**src/rtl/mem_attr_remap.sv**
```systemverilog
module mem_attr_remap #(
  parameter int unsigned REG_W  = 32,
  parameter int unsigned USED_W = 25,
  parameter int unsigned SEL_W  = 3,
  parameter logic [31:0] RST_VAL = 32'h01C9_7CC8
) (
  input  logic              clk,
  input  logic              rst_n,
  input  logic              cfg_en,
  input  logic              cfg_wr,
  input  logic [SEL_W-1:0]  cfg_sel,
  input  logic              cfg_priv,
  input  logic [REG_W-1:0]  cfg_wdata,
  output logic [REG_W-1:0]  cfg_rdata,
  output logic              cfg_undef,
  input  logic [1:0]        acc_class,
  input  logic              mmu_on,
  input  logic              icache_on,
  input  logic [2:0]        pt_inner,
  input  logic [1:0]        pt_outer,
  input  logic              pt_shared,
  output logic [2:0]        rm_inner,
  output logic [1:0]        rm_outer,
  output logic              rm_shared
);

  localparam logic [REG_W-1:0] KEEP = {{(REG_W-USED_W){1'b0}}, {USED_W{1'b1}}};
  localparam logic [2:0] IN_NC = 3'b000, IN_SO = 3'b001, IN_DEV = 3'b011,
                         IN_WT = 3'b110, IN_WB = 3'b111;
  localparam logic [1:0] OUT_NC = 2'b00, OUT_WT = 2'b10;

  logic [REG_W-1:0] rg_d, rg_i, rg_a, rg_sel, rd;
  logic [2:0] eff_inner;
  logic [1:0] eff_outer;
  logic       eff_shared, wr_ok, rd_ok, ins_dflt_wt;

  assign wr_ok = cfg_en & cfg_wr & cfg_priv;
  assign rd_ok = cfg_en & ~cfg_wr & cfg_priv;
  assign cfg_undef = cfg_en & ~cfg_priv;

  always_ff @(posedge clk) begin
    if (!rst_n) begin
      rg_d <= RST_VAL & KEEP;
      rg_i <= RST_VAL & KEEP;
      rg_a <= RST_VAL & KEEP;
    end else if (wr_ok) begin
      case (cfg_sel)
        3'd0: rg_d <= cfg_wdata & KEEP;
        3'd1: rg_i <= cfg_wdata & KEEP;
        3'd2: rg_a <= cfg_wdata & KEEP;
        default: ;
      endcase
    end
  end

  always_comb begin
    rd = '0;
    if (rd_ok) begin
      case (cfg_sel)
        3'd0: rd = rg_d;
        3'd1: rd = rg_i;
        3'd2: rd = rg_a;
        default: rd = '0;
      endcase
    end
  end
  assign cfg_rdata = rd & KEEP;

  always_comb begin
    case (acc_class)
      2'd1:    rg_sel = rg_i;
      2'd2:    rg_sel = rg_a;
      default: rg_sel = rg_d;
    endcase
  end

  assign ins_dflt_wt = (acc_class == 2'd1) & icache_on;
  assign eff_inner  = mmu_on ? pt_inner : (ins_dflt_wt ? IN_WT : IN_SO);
  assign eff_outer  = mmu_on ? pt_outer : (ins_dflt_wt ? OUT_WT : OUT_NC);
  assign eff_shared = mmu_on & pt_shared;

  always_comb begin
    case (eff_inner)
      IN_NC:   rm_inner = rg_sel[2:0];
      IN_SO:   rm_inner = rg_sel[5:3];
      IN_DEV:  rm_inner = rg_sel[8:6];
      IN_WT:   rm_inner = rg_sel[11:9];
      IN_WB:   rm_inner = rg_sel[14:12];
      default: rm_inner = eff_inner;
    endcase
  end

  always_comb begin
    case (eff_outer)
      2'b00:   rm_outer = rg_sel[18:17];
      2'b01:   rm_outer = rg_sel[20:19];
      2'b10:   rm_outer = rg_sel[22:21];
      default: rm_outer = rg_sel[24:23];
    endcase
  end

  assign rm_shared = eff_shared ? rg_sel[16] : rg_sel[15];

  a_r2_user_nowrite: assert property (@(posedge clk) disable iff (!rst_n)
    (cfg_en && !cfg_priv) |=> ($stable(rg_d) && $stable(rg_i) && $stable(rg_a)));

  a_r2_user_noread: assert property (@(posedge clk) disable iff (!rst_n)
    (cfg_en && !cfg_priv) |-> (cfg_rdata == '0));

  a_r1_foreign_sel: assert property (@(posedge clk) disable iff (!rst_n)
    (cfg_en && cfg_wr && cfg_sel > 3'd2) |=> ($stable(rg_d) && $stable(rg_i) && $stable(rg_a)));

  a_r5_rsvd_zero: assert property (@(posedge clk) disable iff (!rst_n)
    cfg_rdata[REG_W-1:USED_W] == '0);

  a_r8_passthru: assert property (@(posedge clk) disable iff (!rst_n)
    (mmu_on && (pt_inner == 3'b010 || pt_inner == 3'b100 || pt_inner == 3'b101))
      |-> (rm_inner == pt_inner));

  a_r9_write_lands: assert property (@(posedge clk) disable iff (!rst_n)
    (cfg_en && cfg_wr && cfg_priv && cfg_sel == 3'd0)
      |=> (rg_d[USED_W-1:0] == $past(cfg_wdata[USED_W-1:0])));

endmodule

```
**config.mk**
```make
export PLATFORM = sky130hd
export DESIGN_NAME = mem_attr_remap
export DESIGN_NICKNAME = d
export VERILOG_FILES = /design/src/rtl/mem_attr_remap.sv
export SDC_FILE = /design/constraint.sdc
export NUM_CORES = 1
export LEC_CHECK = 0
export BUFFER_PORTS_ARGS = -buffer_cell sky130_fd_sc_hd__buf_2
export CORE_MARGIN = 3
export CORE_UTILIZATION = 35
export DETAILED_ROUTE_END_ITERATION = 10
export PLACE_DENSITY_LB_ADDON = 0.15
export SETUP_SLACK_MARGIN = 0.2
export SYNTH_ARGS = -nofsm -noshare
export SYNTH_HDL_FRONTEND = slang
export SYNTH_SLANG_ARGS = --single-unit
```
**constraint.sdc**
```tcl
create_clock -name clk -period 5.3 [get_ports clk]
set_clock_uncertainty 0.15 [all_clocks]
set_input_delay 1.06 -clock clk [delete_from_list [all_inputs] [get_ports clk]]
set_output_delay 1.06 -clock clk [all_outputs]
set_load 0.02 [all_outputs]
```
==> results.sh <==
export IMPL_cts_hold_buf=0
export IMPL_clockBufferDepth=2
export IMPL_firstDrtPassIters=5
export IMPL_avgRoutedWirePerCell_um=17.4
export IMPL_p_leak_nw=2.14
export IMPL_finalMaxSlewViolations=0
export IMPL_fillers=1239
export IMPL_reg2reg_slack_ns=4.42
export IMPL_dp_hpwl_um=8280
export IMPL_vias=4090
export IMPL_ir_drop_uv=116
export IMPL_fp_coreArea_um2=11700
export IMPL_cts_resized_gates=0
export IMPL_final_common_cell="nand2_1"
export IMPL_antenna_found_initial=0
export IMPL_io_buffers=74
export IMPL_max_freq_mhz=236
export IMPL_numCtsBuffers=9
export IMPL_tightest_slew_ns=1.10
export IMPL_maxSlewHeadroom_pct=26.2
export IMPL_clk_latency_ns=0.33
export IMPL_grt_usage_pct=20.3
export IMPL_start_util_pct=36.5
export IMPL_finalCritPeriodShare_pct=79.9
export IMPL_io_pins=89
export IMPL_critical_path_required_ns=4.09
export IMPL_overflow=0
export IMPL_crit_family="compound AO/OA/AOI/OAI gates"
export IMPL_seq_area_frac_synth_pct=35.3
export IMPL_drt_iter0_drc=269
export IMPL_fin_total_pwr_mw=1.30
export IMPL_r2r_end="rg_i[8]"
export IMPL_critPathMaxStageDelay_ns=0.56
export IMPL_cap_violations=0
export IMPL_diodes=0
export IMPL_grt_pass1_vias=4047
export IMPL_dieArea_um2=13500
export IMPL_synth_mux_area_share_pct=9.84
export IMPL_wirelength_um=13300
export IMPL_synth_compound_area_share_pct=17.2
export IMPL_netlist_instances=564
export IMPL_holdPathStages=2
export IMPL_criticalPathCategory="input port to primary output"
export IMPL_fp_dieH_um=116
export IMPL_worstSetupStartpointType="input port"
export IMPL_cts_tree="done"
export IMPL_layout_common_cells="163 x nand2_1, 75 x dfxtp_1, 74 x buf_2"
export IMPL_min_from="rg_a[15]"
export IMPL_worst_endpoint_arrival_ns=3.02
export IMPL_core_rowCount=39
export IMPL_num_nets_final=669
export IMPL_grt_max_degree=76
export IMPL_holdPathEnd="rg_a[15]"
export IMPL_clkTransAtPathRegs_ns=0.05
export IMPL_syn2layout_area_growth_pct=15.3
export IMPL_crit_path_frequent_cell="buf_2"
export IMPL_crit_buf_inv=4
export IMPL_crit_chain="buf_2 > inv_1 > ha_1 > buf_4 > a2111oi_0 > a21oi_1 > a31oi_1 > buf_2"
export IMPL_hold_viol=0
export IMPL_vias_per_cell=5.35
export IMPL_synthAdderAreaFrac_pct=0.588
export IMPL_synth_warnings=0
export IMPL_synth_simple_area_share_pct=29.9
export IMPL_end_kind="primary output"
export IMPL_avgSynthCellArea_um2=7.55
export IMPL_fin_tns_setup_ns=0
export IMPL_setup_violations=0
export IMPL_place_congestion=0.869
export IMPL_fp_dieW_um=116
export IMPL_status="completed"
export IMPL_cts_sinks=75
export IMPL_route_detailed_drc=0
export IMPL_min_path_type="flip-flop to flip-flop"
export IMPL_syn_cell_area_um2=4260
export IMPL_ys_ff_latch=75
export IMPL_critPathMaxFanout=20
export IMPL_cts_setup_buffers=0
export IMPL_final_util_pct=42.1
export IMPL_root_buffer="clkbuf_16"
export IMPL_ff2ff_path_depth=2
export IMPL_timing_final_crit_period_ns=4.23
export IMPL_power_density_nw_per_um2=264
export IMPL_slowest_stage="ha_1"
export IMPL_synthXorXnorAreaFrac_pct=0
export IMPL_ctsHtreeMaxLevel=3
export IMPL_grt_first_pass_wirelength_um=21200
export IMPL_postRouteAntennaNets=0
export IMPL_drive_gt1_share_pct=18.2
export IMPL_yosysUniqueCellTypes=43
export IMPL_synth_top_family_by_area="simple AND/OR/NAND/NOR gates"
export IMPL_grt_setup_unrepaired="false"
export IMPL_reg2reg_from="rg_i[8]"
-- synthesized netlist by cell type (all sizes together) --
cell	count	area [µm²]
a2111oi	1	8.76
a211oi	1	7.51
a21boi	36	270
a21oi	29	145
a221oi	7	61.3
a22o	10	87.6
a22oi	9	67.6
a31oi	1	6.26
and3	1	6.26
and4b	1	10.0
buf	36	229
clkbuf	16	60.1
conb	1	3.75
dfxtp	75	1500
ha	2	25.0
inv	4	15.0
mux2	1	11.3
mux2i	25	250
mux4	7	158
nand2	163	612
nand2b	7	43.8
nand3	43	215
nand3b	1	7.51
nand4	2	12.5
nand4b	3	41.3
nor2	52	195
nor2b	8	50.1
nor3	5	47.5
nor3b	1	7.51
nor4b	1	8.76
o2111ai	1	8.76
o211ai	3	22.5
o21ai	8	40.0
o31ai	1	7.51
or3	1	6.26
or4	1	7.51
-- tightest hold or removal path: cells and delay by family, from the launching register on --
family	cells	cell delay [ns]
AO/OA/AOI/OAI	1	0.05
flip-flops	1	0.32
AND/OR/NAND/NOR	1	0.05
-- worst max path at each step --
stage                             from           to  slack [ns]  cells past startpoint
after detailed placement  acc_class[0]  rm_inner[1]        1.03                      8
final                     acc_class[0]  rm_inner[1]        1.07                      8
after global routing      acc_class[0]  rm_inner[1]        0.89                      8
after floorplan           acc_class[0]  rm_inner[1]        1.55                      7
after global placement    acc_class[0]  rm_inner[1]        1.05                      8
after CTS                 acc_class[0]  rm_inner[1]        1.03                      8
-- sequential cells by signal, summed over array words and instances, names as in the netlist --
| name | cells |
|---|---|
| rg_i | 25 |
| rg_a | 25 |
| rg_d | 25 |
-- area by class of cell --
type                       instances  area [µm²]  area share (%)
multi-input combinational        439        2480            50.5
timing repair buffer              88         475            9.68
clock buffer                      12         246            5.02
sequential                        75        1500            30.6
tap                              143         179            3.64
clock inverter                     3        15.0           0.306
inverter                           4        15.0           0.306
-- report_power, final --
group / internal, mW / switching [mW]
Combinational: 0.0629 / 0.105
Clock: 0.325 / 0.229
Sequential: 0.570 / 0.00458
Total: 0.958 / 0.338
-- metal layers --
layer | vias up | GRT usage (%) | routed length [µm]
met5 | - | 0 | 0
met4 | 0 | 6.19 | 176
met3 | 15 | 3.99 | 760
met2 | 138 | 35.6 | 6570
met1 | 1919 | 25.2 | 5810
li1 | 2018 | - | -
-- stage by stage --
step	hold WS, ns	std cells	worst slack, ns	instance area, µm²
after CTS	0.321	764	1.03	4910
after global routing	0.350	764	0.888	4910
final	0.319	764	1.07	4910
after detailed placement	0.313	749	1.03	4650
after floorplan	0.294	570	1.55	4280
after global placement	0.306	749	1.05	4650
-- logic make-up after synthesis --
logic type,count (synthesis)
buffers and inverters,56
muxes,33
and+or+nand+nor,290
other,1
AOI/OAI and AO/OA,107
DFF,75
adders and majority gates,2
Power figures use the tool's default switching activity.
